**src/rtl/adc_guard_ctrl.sv**
```systemverilog
module adc_guard_ctrl #(
  parameter int RES_W = 10
) (
  input  logic             clk,
  input  logic             rst_n,
  input  logic             start_i,
  input  logic             cont_i,
  input  logic             irq_en_i,
  input  logic             xfer_en_i,
  input  logic             conv_done_i,
  input  logic [RES_W-1:0] conv_data_i,
  input  logic             flag_clr_i,
  input  logic             xfer_done_i,
  output logic [RES_W-1:0] result_o,
  output logic             int_flag_o,
  output logic             irq_o,
  output logic             pause_o,
  output logic             xfer_req_o,
  output logic             conv_go_o
);

  typedef enum logic [1:0] {S_IDLE, S_CONV, S_HOLD} st_t;

  st_t              st_q, st_d;
  logic [RES_W-1:0] res_q;
  logic             flag_q, pause_q, xmode_q;

  wire capture = (st_q == S_CONV) && conv_done_i;
  wire release_hold = (st_q == S_HOLD) && (xmode_q ? xfer_done_i : flag_clr_i);

  always_comb begin
    st_d = st_q;
    case (st_q)
      S_IDLE: if (start_i) st_d = S_CONV;
      S_CONV: if (conv_done_i) begin
        if (irq_en_i)    st_d = S_HOLD;
        else if (!cont_i) st_d = S_IDLE;
      end
      S_HOLD: if (release_hold) st_d = cont_i ? S_CONV : S_IDLE;
      default: st_d = S_IDLE;
    endcase
  end

  always_ff @(posedge clk) begin
    if (!rst_n) begin
      st_q    <= S_IDLE;
      res_q   <= '0;
      flag_q  <= 1'b0;
      pause_q <= 1'b0;
      xmode_q <= 1'b0;
    end else begin
      st_q <= st_d;
      if (capture) begin
        res_q   <= conv_data_i;
        xmode_q <= xfer_en_i;
      end
      if (capture)
        flag_q <= 1'b1;
      else if (flag_clr_i || (release_hold && xmode_q))
        flag_q <= 1'b0;
      if (capture && irq_en_i && xfer_en_i)
        pause_q <= 1'b1;
      else if (release_hold)
        pause_q <= 1'b0;
    end
  end

  assign result_o   = res_q;
  assign int_flag_o = flag_q;
  assign irq_o      = flag_q & irq_en_i;
  assign pause_o    = pause_q;
  assign xfer_req_o = pause_q;
  assign conv_go_o  = (st_q == S_CONV);

  AST_FLAG_ON_CAPTURE: assert property (@(posedge clk) disable iff (!rst_n)
    (conv_go_o && conv_done_i) |=> int_flag_o);
  AST_RESULT_HELD: assert property (@(posedge clk) disable iff (!rst_n)
    !(conv_go_o && conv_done_i) |=> $stable(result_o));
  AST_PAUSE_ENTRY: assert property (@(posedge clk) disable iff (!rst_n)
    (conv_go_o && conv_done_i && irq_en_i) |=> !conv_go_o);
  AST_NO_PAUSE_OPEN: assert property (@(posedge clk) disable iff (!rst_n)
    (conv_go_o && conv_done_i && !irq_en_i && cont_i) |=> (conv_go_o && !pause_o));
  AST_GO_OFF_IN_PAUSE: assert property (@(posedge clk) disable iff (!rst_n)
    pause_o |-> !conv_go_o);
  AST_XFER_RELEASE: assert property (@(posedge clk) disable iff (!rst_n)
    (pause_o && xfer_done_i) |=> (!pause_o && !xfer_req_o && !int_flag_o));
  AST_CLR_LOSES: assert property (@(posedge clk) disable iff (!rst_n)
    (conv_go_o && conv_done_i && flag_clr_i) |=> int_flag_o);

endmodule

```
**config.mk**
```make
export PLATFORM = sky130hd
export DESIGN_NAME = adc_guard_ctrl
export DESIGN_NICKNAME = d
export VERILOG_FILES = /design/src/rtl/adc_guard_ctrl.sv
export SDC_FILE = /design/constraint.sdc
export NUM_CORES = 1
export LEC_CHECK = 0
export BUFFER_PORTS_ARGS = -buffer_cell sky130_fd_sc_hd__buf_4
export CAP_MARGIN = 10
export CORE_MARGIN = 1
export CORE_UTILIZATION = 43
export CTS_CLUSTER_DIAMETER = 40
export DETAILED_ROUTE_END_ITERATION = 10
export GPL_TIMING_DRIVEN = 1
export PLACE_DENSITY = 0.76
export SLEW_MARGIN = 5
export SYNTH_ARGS = -nofsm -noshare
export SYNTH_HDL_FRONTEND = slang
export SYNTH_SLANG_ARGS = --single-unit
```
**constraint.sdc**
```tcl
create_clock -name clk -period 1.4 [get_ports clk]
set_clock_uncertainty 0.2 [all_clocks]
set_input_delay 0.35 -clock clk [delete_from_list [all_inputs] [get_ports clk]]
set_output_delay 0.35 -clock clk [all_outputs]
set_load 0.02 [all_outputs]
```
Word level (Yosys, flattened, before mapping):

Cells that the tools add are included.
Widths: inputs -> output; s select.

* output and inout bits: 15
* bits of input ports: 19
* flip-flop bits (word level): 15

* eq/ne operators: 6
* multiplexer cells: 12
* bitwise operators: 1
* reduce and logical (&&, ||, !) cells: 10

Operators by type and width (number)
* $mux 2: 5
* $mux 1: 6
* $ne 2x2->1 const B: 3
* $pmux 2 s3: 1
* $logic_and 1x1->1: 5
* $reduce_and 4->1: 1
* $reduce_bool 2->1: 2
* $ne 3x3->1 const B: 1
* $eq 2x1->1 const B: 1
* $eq 2x2->1 const B: 1
* $logic_not 2->1: 1
* $and 1x1->1: 1
* $logic_or 1x1->1: 1

Depth between registers and ports, before layout:

* depth after elaboration: 6
* mapped depth: 4
* gate-level depth less buffers: 3

Worst setup path after synthesis:

Ideal clock, no wire load.

* kind: reg-to-reg
* start point: register st_q[0]
* end point: register st_q[0]
* data required time: 1142 ps
* stages on the path, launching flop included: 4
* setup time: 58 ps
* buffers on the path: 0
* data arrival time: 1074 ps
* clock period less this slack: 1331 ps
* setup slack: 69 ps
* cells stage by stage: dfxtp_1 nor2b_1 a21boi_1 o21a_1

RTL lines
* start, declared: RTL line 24 `st_t st_q, st_d;`
* start signal, assigned: RTL line 52 `st_q <= st_d;`
* $eq 2x1->1 (*)
* net conv_go_o: RTL line 19 `output logic conv_go_o`
* $ne 3x3->1 (no source line) or $ne 2x2->1 (tied branches)
* $reduce_and 4->1 (no source line)

The timed path passes the listed nets; every way through them passes the cells marked *.
A chain may end at the register's enable or synchronous reset.

Worst setup path in the final report:

* start point: register st_q[0]
* end point: output port conv_go_o

* longest elaborated chain between the ends: 1

RTL lines
* $eq 2x1->1: RTL line 73 `assign conv_go_o = (st_q == S_CONV);`
* end, declared: RTL line 19

No other way between the ends.

==> flow_summary_export.csv <==
group,metric,value,unit
status,outcome,"complete, but fails checks",
status,violations,"setup timing",
synth,synth_area_leader_cell,"dfxtp_1",
power_and_ir_drop,vdd_ir_drop_max,876,uV
routing,drt_iter0_markers,8,
grt,antenna_found_initial,0,
sta,worst_pin_slew,275,ps
final_layout,diodes,0,
synth,ys_ff_latch,15,
floorplan,die_area,1720,sq um
placement,place.gp.congestion,0.745,
critical_path,start_kind,"flop",
power_and_ir_drop,internal_power,654,uW
power_and_ir_drop,seq_power_share,0.517,
synth,synth_edf_count,0,
synth,synth_common_cells,"nand2_1 (25), dfxtp_1 (15), a21boi_2 (9)",
cts,hold_buffers,0,
grt,grt_max_degree,17,
floorplan,chipHeight,41.5,um
synth,seq_area_frac_synth,0.448,
synth,synth_warnings,0,
power_and_ir_drop,p_switching,227,uW
synth,async_flop_share,0,
routing,ant_nets,0,
critical_path,path_buf_inv,1,
critical_path,crit_chain,"nor2b_4, buf_6",
floorplan,fp.dieW,41.5,um
synth,syn_avg_cell_area,9.19,sq um
synth,syn_nets,92,
synth,yosysMostFrequentCell,"nand2_1",
sta,fin_crit,1450,ps
routing,via_count,619,
sta,grt_setup_unrepaired,"true",
sta,finalSetupViolCount,2,
sta,slew_headroom,0.811,
cts,cts_root_buf,"clkbuf_4",
synth,ys_top_cells_by_area,"dfxtp_1 (45%), a21boi_2 (15%), nand2_1 (14%)",
cts,ctsHtreeMaxLevel,1,
routing,wl,1.50,mm
placement,place_ws,5.62,ps
power_and_ir_drop,powerDensity,885,nW/um^2
cts,clk-insertion-delay-late,280,ps
synth,synthFlopType,"dfxtp_1",
grt,grt_pass1_wl,2.53,mm
routing,firstDrtPassIters,4,
job,maxCapViolations,0,
sta,hold_violations,0,
floorplan,fp-row-count,13,
critical_path,max_stage_delay,350,ps
grt,grt_usage,0.188,
synth,netlist_instances,73,
synth,synthDistinctLibCells,19,
cts,cts_tree,"built",
final_layout,fillerInstances,118,
critical_path,critical_path_required,850,ps
sta,fin_crit_sh,1.04,
grt,gr-total-overflow,0,
placement,io_buffers,33,
critical_path,cp_top_family,"flip-flops",
routing,wl_per_cell,11.9,um
min_path,hold_path_class,"input pin to flop",
sta,drv_slew,0,
synth,post-synth-top-area-fraction,0.448,
critical_path,cp_max_fo,3,
placement,post-dp-hpwl,1.13,mm
floorplan,initial_core_util,0.485,
synth,synth_area,671,sq um
floorplan,pin_count,34,
cts,cts-buffers-inserted,3,
final_layout,area_delta_synth_final,48.5,%
final_layout,nets,131,
floorplan,coreArea,1380,sq um
critical_path,worst_setup_path_end_kind,"primary output",
cts,clockBufferDepth,2,
critical_path,r2r_setup_slack,100,ps
power_and_ir_drop,leakagePower,0.000423,uW
cts,path_clk_slew,90,ps
sta,hold_ws,106,ps
critical_path,slowest_stage,"dfxtp_2",
critical_path,crit_type,"flop to primary output",
sta,layout_setup_ws,-52.3,ps
power_and_ir_drop,p_clk_frac,0.279,
grt,grt_pass1_vias,619,
power_and_ir_drop,sw_frac_of_total,0.258,
cts,cts_num_sinks,15,
critical_path,arrival,900,ps
sta,setup_tns,-63.6,ps
final_layout,multiInputGateArea,344,sq um
power_and_ir_drop,comb_power_share,0.204,
sta,max_freq,689,MHz
routing,post_drt_via_cell_ratio,4.91,
final_layout,seqCellArea,307,sq um
routing,drc_errors,0,
power_and_ir_drop,fin_total_pwr,882,uW
final_layout,drive_above_1_share,0.505,
-- kinds of logic (layout without fill, tap and decap cells) --
kind of cell | after synthesis | count (layout) | synth area share
AND/OR/NAND/NOR | 31 | 31 | 0.203
buffers and inverters | 6 | 44 | 0.0560
flip-flops | 15 | 15 | 0.448
multiplexers | 2 | 2 | 0.0299
AO/OA/AOI/OAI | 19 | 19 | 0.263
-- path summary, 6_finish.rpt --
check                               startpoint           to  cells past startpoint
worst max-delay path                   st_q[0]    conv_go_o                      2
worst min-delay path            conv_data_i[5]  result_o[5]                      3
worst max register to register         xmode_q      st_q[0]                      3
worst min register to register     result_o[5]  result_o[5]                      2
-- routing by layer --
layer,up-vias,GRT usage,part of all wire
li1,319,-,-
met1,278,0.205,0.43
met2,20,0.347,0.51
met3,2,0.0652,0.049
met4,0,0.0387,0.010
met5,-,0,0
-- timing repair --
item	CTS	global route
endpoints found under the setup margin	2	11
setup buffers	1	1
resized for setup	9	2
-- cells in the final DEF (no fill, tap or decap) --
cell / count
a211oi_1: 1
a21boi_1: 5
a21boi_2: 9
and2_4: 1
and3b_2: 1
buf_4: 36
buf_6: 2
clkbuf_1: 1
clkbuf_4: 3
dfxtp_1: 12
dfxtp_2: 2
dfxtp_4: 1
inv_1: 2
mux2i_1: 2
nand2_1: 25
nand2b_1: 1
nand3b_1: 2
nor2b_4: 1
o21a_1: 1
o21ai_1: 1
o311ai_1: 2
-- metrics by stage --
step	cell area (sq um)	instances	utilization
3_3_place_gp	930	120	0.672
3_5_place_dp	930	120	0.672
4_1_cts	987	125	0.714
2_1_floorplan	671	73	-
6_report	996	126	0.720
5_1_grt	996	126	0.720
-- power by group through the flow --
stage | Combinational [uW] | Clock [uW] | Sequential [uW]
floorplan | 68.3 | 0 | 483
global placement | 166 | 0 | 465
detailed placement | 168 | 0 | 466
CTS | 177 | 256 | 455
global route | 195 | 270 | 458
finish | 180 | 246 | 456
-- worst register-to-register path: stages (launching register included) --
cell and delay [ps]:
dfxtp_1 380, mux2i_1 320, a211oi_1 120, o21a_1 180
-- final cells by class --
cell class,count,area share
multi-input combinational,52,0.345
timing repair buffer,38,0.294
clock buffer,4,0.0264
inverter,2,0.00754
tap,15,0.0188
sequential,15,0.308
-- sequential cells by signal, summed over array words and instances, names as in the netlist --
name / flops
st_q: 2
int_flag_o: 1
result_o: 10
xmode_q: 1
pause_o: 1
Power figures use the tool's default switching activity.
